## config.mk

```make
export PLATFORM = sky130hd
export DESIGN_NAME = guest_read_accel
export DESIGN_NICKNAME = d
export VERILOG_FILES = /design/src/rtl/gra_pkg.sv /design/src/rtl/gra_ctl_regs.sv /design/src/rtl/gra_cpuid_bank.sv /design/src/rtl/gra_frame_chk.sv /design/src/rtl/gra_decide.sv /design/src/rtl/guest_read_accel.sv
export SDC_FILE = /design/constraint.sdc
export NUM_CORES = 1
export LEC_CHECK = 0
export BUFFER_PORTS_ARGS = -buffer_cell sky130_fd_sc_hd__buf_4
export CAP_MARGIN = 40
export CORE_AREA = 3 3 225 227
export DETAILED_ROUTE_END_ITERATION = 16
export DIE_AREA = 0 0 228 230
export GPL_TIMING_DRIVEN = 0
export PLACE_DENSITY = 0.61
export SYNTH_ARGS = -nofsm -noshare
export SYNTH_HDL_FRONTEND = slang
export SYNTH_SLANG_ARGS = --single-unit
```

## constraint.sdc

```tcl
create_clock -name clk -period 4.8 [get_ports clk]
set_clock_uncertainty 0.05 [all_clocks]
set_input_delay 0.96 -clock clk [delete_from_list [all_inputs] [get_ports clk]]
set_output_delay 0.96 -clock clk [all_outputs]
set_load 0.01 [all_outputs]
```

## src/rtl/gra_pkg.sv

```systemverilog
package gra_pkg;
   typedef enum logic [1:0] {
      OUT_OK        = 2'd0,
      OUT_ILLEGAL   = 2'd1,
      OUT_PRIV      = 2'd2,
      OUT_INTERCEPT = 2'd3
   } outcome_e;

   typedef enum logic [1:0] {
      SEL_VSW   = 2'd0,
      SEL_CPUID = 2'd1,
      SEL_CTL   = 2'd2,
      SEL_NONE  = 2'd3
   } mon_sel_e;

   localparam int CTL_PSR_BIT   = 0;
   localparam int CTL_CPUID_BIT = 1;
   localparam int CTL_IDIS_BIT  = 2;
   localparam int KIND_PSR      = 0;
   localparam int KIND_CPUID    = 1;
endpackage

```

## src/rtl/gra_ctl_regs.sv

```systemverilog
module gra_ctl_regs
   import gra_pkg::*;
#(
   parameter int XLEN       = 64,
   parameter bit VSW_BYPASS = 1'b1
) (
   input  logic            clk,
   input  logic            rst_n,
   input  logic            mon_we,
   input  logic [1:0]      mon_sel,
   input  logic [XLEN-1:0] mon_wdata,
   output logic [XLEN-1:0] vsw_eff,
   output logic            en_psr,
   output logic            en_cpuid,
   output logic            en_idis,
   output logic            cfg_err
);
   logic [XLEN-1:0] vsw_q;
   logic            wr_vsw;
   logic            wr_ctl;
   logic            ctl_bad;

   assign wr_vsw  = mon_we && (mon_sel == SEL_VSW);
   assign wr_ctl  = mon_we && (mon_sel == SEL_CTL);
   assign ctl_bad = mon_wdata[CTL_PSR_BIT] && mon_wdata[CTL_IDIS_BIT];

   always_ff @(posedge clk or negedge rst_n) begin
      if (!rst_n) begin
         vsw_q <= '0;
      end else if (wr_vsw) begin
         vsw_q <= mon_wdata;
      end
   end

   always_ff @(posedge clk or negedge rst_n) begin
      if (!rst_n) begin
         en_psr   <= 1'b0;
         en_cpuid <= 1'b0;
         en_idis  <= 1'b0;
         cfg_err  <= 1'b0;
      end else if (wr_ctl) begin
         if (ctl_bad) begin
            cfg_err <= 1'b1;
         end else begin
            en_psr   <= mon_wdata[CTL_PSR_BIT];
            en_cpuid <= mon_wdata[CTL_CPUID_BIT];
            en_idis  <= mon_wdata[CTL_IDIS_BIT];
            cfg_err  <= 1'b0;
         end
      end
   end

   generate
      if (VSW_BYPASS) begin : g_bypass
         assign vsw_eff = wr_vsw ? mon_wdata : vsw_q;
      end else begin : g_direct
         assign vsw_eff = vsw_q;
      end
   endgenerate
endmodule

```

## src/rtl/gra_cpuid_bank.sv

```systemverilog
module gra_cpuid_bank #(
   parameter int XLEN  = 64,
   parameter int DEPTH = 5,
   parameter int IDX_W = 8
) (
   input  logic             clk,
   input  logic             rst_n,
   input  logic             wr_en,
   input  logic [IDX_W-1:0] wr_idx,
   input  logic [XLEN-1:0]  wr_data,
   input  logic [IDX_W-1:0] rd_idx,
   output logic [XLEN-1:0]  rd_data,
   output logic             rd_idx_ok
);
   localparam logic [IDX_W:0] DEPTH_X = (IDX_W+1)'(DEPTH);

   logic [XLEN-1:0] ent [DEPTH];

   for (genvar i = 0; i < DEPTH; i++) begin : g_ent
      logic [XLEN-1:0] val_q;
      always_ff @(posedge clk or negedge rst_n) begin
         if (!rst_n) begin
            val_q <= '0;
         end else if (wr_en && (wr_idx == IDX_W'(i))) begin
            val_q <= wr_data;
         end
      end
      assign ent[i] = val_q;
   end

   always_comb begin
      rd_data = '0;
      for (int i = 0; i < DEPTH; i++) begin
         if (rd_idx == IDX_W'(i)) begin
            rd_data = ent[i];
         end
      end
   end

   assign rd_idx_ok = ({1'b0, rd_idx} < DEPTH_X);
endmodule

```

## src/rtl/gra_frame_chk.sv

```systemverilog
module gra_frame_chk #(
   parameter int GR_W       = 7,
   parameter int STACK_BASE = 32
) (
   input  logic [GR_W-1:0] dst,
   input  logic [GR_W-1:0] sof,
   output logic            dst_bad
);
   localparam logic [GR_W-1:0] BASE = GR_W'(STACK_BASE);

   logic            is_zero;
   logic            is_stacked;
   logic [GR_W-1:0] slot;

   assign is_zero    = (dst == '0);
   assign is_stacked = (dst >= BASE);
   assign slot       = dst - BASE;
   assign dst_bad    = is_zero || (is_stacked && (slot >= sof));
endmodule

```

## src/rtl/gra_decide.sv

```systemverilog
module gra_decide
   import gra_pkg::*;
#(
   parameter int              XLEN      = 64,
   parameter int              CPL_LSB   = 32,
   parameter logic [XLEN-1:0] PHYS_MASK = 'h3E
) (
   input  logic            kind,
   input  logic            vm,
   input  logic            en_psr,
   input  logic            en_cpuid,
   input  logic            dst_bad,
   input  logic            idx_ok,
   input  logic [XLEN-1:0] vsw,
   input  logic [XLEN-1:0] phys_psr,
   input  logic [XLEN-1:0] phys_cpuid,
   input  logic [XLEN-1:0] vcpuid,
   output logic [1:0]      outcome,
   output logic [XLEN-1:0] data
);
   logic [XLEN-1:0] merged;
   logic            cpl_nz;

   assign merged = (vsw & ~PHYS_MASK) | (phys_psr & PHYS_MASK);
   assign cpl_nz = (vsw[CPL_LSB+1 -: 2] != 2'b00);

   always_comb begin
      outcome = OUT_OK;
      data    = '0;
      if (!vm) begin
         data = (kind == 1'(KIND_CPUID)) ? phys_cpuid : phys_psr;
      end else if (kind == 1'(KIND_PSR)) begin
         if (!en_psr)      outcome = OUT_INTERCEPT;
         else if (dst_bad) outcome = OUT_ILLEGAL;
         else if (cpl_nz)  outcome = OUT_PRIV;
         else              data    = merged;
      end else begin
         if (!en_cpuid)               outcome = OUT_INTERCEPT;
         else if (dst_bad || !idx_ok) outcome = OUT_ILLEGAL;
         else                         data    = vcpuid;
      end
   end
endmodule

```

## src/rtl/guest_read_accel.sv

```systemverilog
module guest_read_accel
   import gra_pkg::*;
#(
   parameter int              XLEN        = 64,
   parameter int              CPUID_DEPTH = 5,
   parameter int              CPUID_IDX_W = 8,
   parameter int              GR_W        = 7,
   parameter int              STACK_BASE  = 32,
   parameter int              CPL_LSB     = 32,
   parameter logic [XLEN-1:0] PHYS_MASK   = 'h3E,
   parameter bit              VSW_BYPASS  = 1'b1
) (
   input  logic                   clk,
   input  logic                   rst_n,
   input  logic                   mon_we,
   input  logic [1:0]             mon_sel,
   input  logic [CPUID_IDX_W-1:0] mon_idx,
   input  logic [XLEN-1:0]        mon_wdata,
   input  logic                   req_valid,
   input  logic                   req_kind,
   input  logic                   req_vm,
   input  logic [GR_W-1:0]        req_dst,
   input  logic [GR_W-1:0]        req_sof,
   input  logic [CPUID_IDX_W-1:0] req_cpuid_idx,
   input  logic [XLEN-1:0]        phys_psr,
   input  logic [XLEN-1:0]        phys_cpuid,
   output logic                   rsp_valid,
   output logic [1:0]             rsp_outcome,
   output logic [XLEN-1:0]        rsp_data,
   output logic                   rsp_wr_en,
   output logic                   cfg_err
);
   if (CPUID_DEPTH < 1 || CPUID_DEPTH > (1 << CPUID_IDX_W)) begin : g_bad_depth
      $error("CPUID_DEPTH must fit the index width");
   end
   if (CPL_LSB < 0 || CPL_LSB + 1 >= XLEN) begin : g_bad_cpl
      $error("privilege field must lie inside the word");
   end
   if (STACK_BASE < 1 || STACK_BASE >= (1 << GR_W)) begin : g_bad_base
      $error("stacked base must be a valid register number");
   end

   logic [XLEN-1:0] vsw_eff;
   logic            en_psr;
   logic            en_cpuid;
   logic            en_idis;
   logic [XLEN-1:0] vcpuid;
   logic            idx_ok;
   logic            dst_bad;
   logic [1:0]      nxt_outcome;
   logic [XLEN-1:0] nxt_data;

   gra_ctl_regs #(
      .XLEN       (XLEN),
      .VSW_BYPASS (VSW_BYPASS)
   ) u_ctl (
      .clk       (clk),
      .rst_n     (rst_n),
      .mon_we    (mon_we),
      .mon_sel   (mon_sel),
      .mon_wdata (mon_wdata),
      .vsw_eff   (vsw_eff),
      .en_psr    (en_psr),
      .en_cpuid  (en_cpuid),
      .en_idis   (en_idis),
      .cfg_err   (cfg_err)
   );

   gra_cpuid_bank #(
      .XLEN  (XLEN),
      .DEPTH (CPUID_DEPTH),
      .IDX_W (CPUID_IDX_W)
   ) u_bank (
      .clk       (clk),
      .rst_n     (rst_n),
      .wr_en     (mon_we && (mon_sel == SEL_CPUID)),
      .wr_idx    (mon_idx),
      .wr_data   (mon_wdata),
      .rd_idx    (req_cpuid_idx),
      .rd_data   (vcpuid),
      .rd_idx_ok (idx_ok)
   );

   gra_frame_chk #(
      .GR_W       (GR_W),
      .STACK_BASE (STACK_BASE)
   ) u_frame (
      .dst     (req_dst),
      .sof     (req_sof),
      .dst_bad (dst_bad)
   );

   gra_decide #(
      .XLEN      (XLEN),
      .CPL_LSB   (CPL_LSB),
      .PHYS_MASK (PHYS_MASK)
   ) u_decide (
      .kind       (req_kind),
      .vm         (req_vm),
      .en_psr     (en_psr),
      .en_cpuid   (en_cpuid),
      .dst_bad    (dst_bad),
      .idx_ok     (idx_ok),
      .vsw        (vsw_eff),
      .phys_psr   (phys_psr),
      .phys_cpuid (phys_cpuid),
      .vcpuid     (vcpuid),
      .outcome    (nxt_outcome),
      .data       (nxt_data)
   );

   always_ff @(posedge clk or negedge rst_n) begin
      if (!rst_n) begin
         rsp_valid   <= 1'b0;
         rsp_outcome <= OUT_OK;
         rsp_data    <= '0;
         rsp_wr_en   <= 1'b0;
      end else begin
         rsp_valid <= req_valid;
         if (req_valid) begin
            rsp_outcome <= nxt_outcome;
            rsp_data    <= nxt_data;
            rsp_wr_en   <= (nxt_outcome == OUT_OK);
         end else begin
            rsp_wr_en   <= 1'b0;
         end
      end
   end
endmodule

```

==> impl_metrics.toml <==
[run_status]
status = "finished, final reports clean"

[yosys]
yosysWarnings = 0
synthCells = 1583
synth_flop_cell = "dfrtp_1"
synth_top_area_share_pct = 53.94
syn_nets = 1821
ys_top_cells_by_area = "dfrtp_1, mux2_2, mux2i_1, o21a_1, a221oi_1"
synth_xor_xnor_area_share_pct = 0
synth_top_area_cell = "dfrtp_1"
synth-simple-area-share_pct = 4.208
synth.distinct_cells = 41
muxShareOfSynthArea_pct = 27.61
synth-seq-area-share_pct = 53.94
synth_top_family_by_area = "multiplexers"
synth-compound-area-share_pct = 11.02
syn_area_mm2 = 0.02088
ys_ff_latch = 450
synthArstFlopShare_pct = 100.0
synth_fa_ha_area_share_pct = 0.4795
avgSynthCellArea_um2 = 13.19
synth_edf_count = 0

[sta]
hold_slack_ps = 261.2
final_max_slew_viol_count = 0
fin_crit_ps = 3671
hold_viol_final = 0
setup_violations = 0
setup_slack_ps = 1129
tns_ps = 0
worst_slew_pin_slew_ps = 881.6
rsz0062_at_grt = "no"
fmax_mhz = 272.4
period_share_pct = 76.49
max-slew-margin-rel_pct = 40.73

[pwr]
p_int_mw = 6.649
fin_total_pwr_mw = 8.706
p_switching_mw = 2.058
p_leak_nw = 12.08
switching_share_pct = 23.63
p_per_area_mw_per_mm2 = 339.0
seqPwrFrac_pct = 46.9
p_comb_share_pct = 11.2
ir_drop_mv = 0.1953
power_frac_clock_pct = 41.9

[worst_setup_path]
endpoint = "rsp_data[53]"
worst-path-buf-inv = 6
critPathMaxStageDelay_ps = 620
crit_path_start_kind = "primary input"
crit_cells = 14
crit_path_end_kind = "register"
arrival_ps = 4070
path_cells = "buf_4 > inv_1 > ha_1 > inv_1 > ha_1 > nand2_1 > o21ai_0 > a21oi_1 > o2111ai_1 > clkbuf_1 > buf_6 > clkbuf_1 > nand2b_1 > a21oi_1"
cp_top_family = "buffers and inverters"
rr_endpoint = "rsp_data[59]"
cp_slowest_cell = "o2111ai_1"
critPathLaunch = "req_dst[5]"
crit_type = "in2reg"
critPathMaxFanout = 10
r2r_cells = 7
r2r-start = "u_ctl.vsw_q[33]"
r2r_slack_ps = 1700
critPathRequiredTime_ps = 5200

[clock_network]
cts_tree = "done"
cts_resized = 0
post-cts-setup-buffers = 0
cts-root-buf = "clkbuf_16"
clk_latency_ps = 570
cts_buffers = 47
cts_max_level = 2
clockBufferDepth = 3
cts_hold_buf = 0
worst_setup_hold_path_clk_slew_ps = 60
cts_num_sinks = 450

[finish]
final_common_cell = "dfrtp_1"
area_growth_pct = 23.04
fin_cells = 2637
fin_util_pct = 52.58
layout.nets = 2176
layout.filler_cells = 4321
layout_common_cells = "dfrtp_1, mux2_2, buf_4"
drive_gt1_share_pct = 44.57
design_area_mm2 = 0.02568

[global_route]
grt_pass1_wl_mm = 92.44
grt_overflow = 0
grt_pass1_vias = 15570
grt_max_degree = 102
antenna_found_initial = 6
grtUsageTotal_pct = 22.53

[flow_run]
max-cap-violations = 0

[routing]
wl_mm = 59.72
drtIter0Drc = 750
routedWlPerCell_um = 22.65
drt_pass1_iterations = 5
drt-vias-per-instance = 5.517
drc = 0
routed-via-count = 14550
antenna_left = 0

[place]
dp_slack_ps = 601.7
gp_congestion = 0.8389
placedCellCount = 2553
portBuffers = 295
placed_area_mm2 = 0.02413
place_hpwl_mm = 42.49

[hold_path]
hold_class = "in2async"

[die]
die_area_mm2 = 0.05244
num_io_pins = 299
core_area_mm2 = 0.04885
initial_core_util_pct = 42.73
die_w_um = 228
die-height_um = 230
rows = 81
-- kinds of logic after synthesis --
logic type,after synthesis
AOI/OAI and AO/OA,324
adders and majority gates,8
buffers and inverters,131
DFF,450
muxes,501
and+or+nand+nor,169
-- synth_stat cells, types with 2 or more instances --
library cell	instances
nor2b_1	6
a221oi_1	46
o221a_2	5
mux2_1	4
or4_1	2
and3_1	3
nand3b_1	2
nor2_1	63
o31ai_1	2
nor4_1	2
a31oi_1	3
o22ai_1	57
o21a_1	58
buf_4	13
nand3_1	8
inv_1	14
buf_2	24
nand2_1	14
mux4_2	16
ha_1	8
o21ai_0	13
clkbuf_1	77
nand2b_1	63
mux2_2	435
a21oi_1	67
dfrtp_1	450
a2bb2oi_1	46
o2111ai_1	3
buf_1	3
a22oi_1	20
mux2i_1	46
-- power groups by stage --
stage,Sequential (mW),Clock (mW),Combinational [mW]
final,4.08,3.65,0.979
after floorplan,4.16,0,0.431
after global placement,4.14,0,0.953
after CTS,4.08,3.73,0.995
after global routing,4.10,3.90,1.08
after detailed placement,4.15,0,0.992
-- how the worst min path moves through the flow --
stage,from,slack (ps),cells past startpoint,end
2_1_floorplan,u_bank.g_ent[2].val_q[11],400,1,u_bank.g_ent[2].val_q[11]
3_3_place_gp,u_bank.g_ent[2].val_q[13],420,1,u_bank.g_ent[2].val_q[13]
3_5_place_dp,u_bank.g_ent[2].val_q[11],430,1,u_bank.g_ent[2].val_q[11]
4_1_cts,rst_n,270,1,u_bank.g_ent[4].val_q[4]
5_1_grt,rst_n,290,1,u_bank.g_ent[4].val_q[4]
6_report,rst_n,260,1,u_bank.g_ent[4].val_q[4]
-- final cells by class --
type                    instances  area [µm²]  share of cell area, %
plain buffers                 117       518.0                  2.017
clock inverters                11       111.4                 0.4336
diodes                          3       7.507                0.02923
well taps                     664       830.8                  3.235
flip-flops and latches        450       11260                  43.84
repair buffers                306        2422                  9.431
clock buffers                  70        1435                  5.588
multi-input cells            1002        9046                  35.22
inverters                      14       52.55                 0.2046
-- routing by layer --
layer / share of wire, % / track usage (%) / up-vias
li1: - / - / 6586
met4: 2.7 / 6.294 / 6
met3: 4.9 / 4.670 / 89
met2: 48 / 37.21 / 331
met1: 44 / 30.25 / 7537
met5: 0.057 / 0 / -
-- flip-flops by register name, indices dropped and copies added (netlist names) --
| signal | flops |
|---|---|
| u_bank.g_ent.val_q | 320 |
| rsp_data | 64 |
| u_ctl.vsw_q | 59 |
| rsp_outcome | 2 |
| rsp_valid | 1 |
| rsp_wr_en | 1 |
| u_ctl.cfg_err | 1 |
| u_ctl.en_cpuid | 1 |
| u_ctl.en_psr | 1 |
Note: power is estimated with default switching activity, not from simulation.
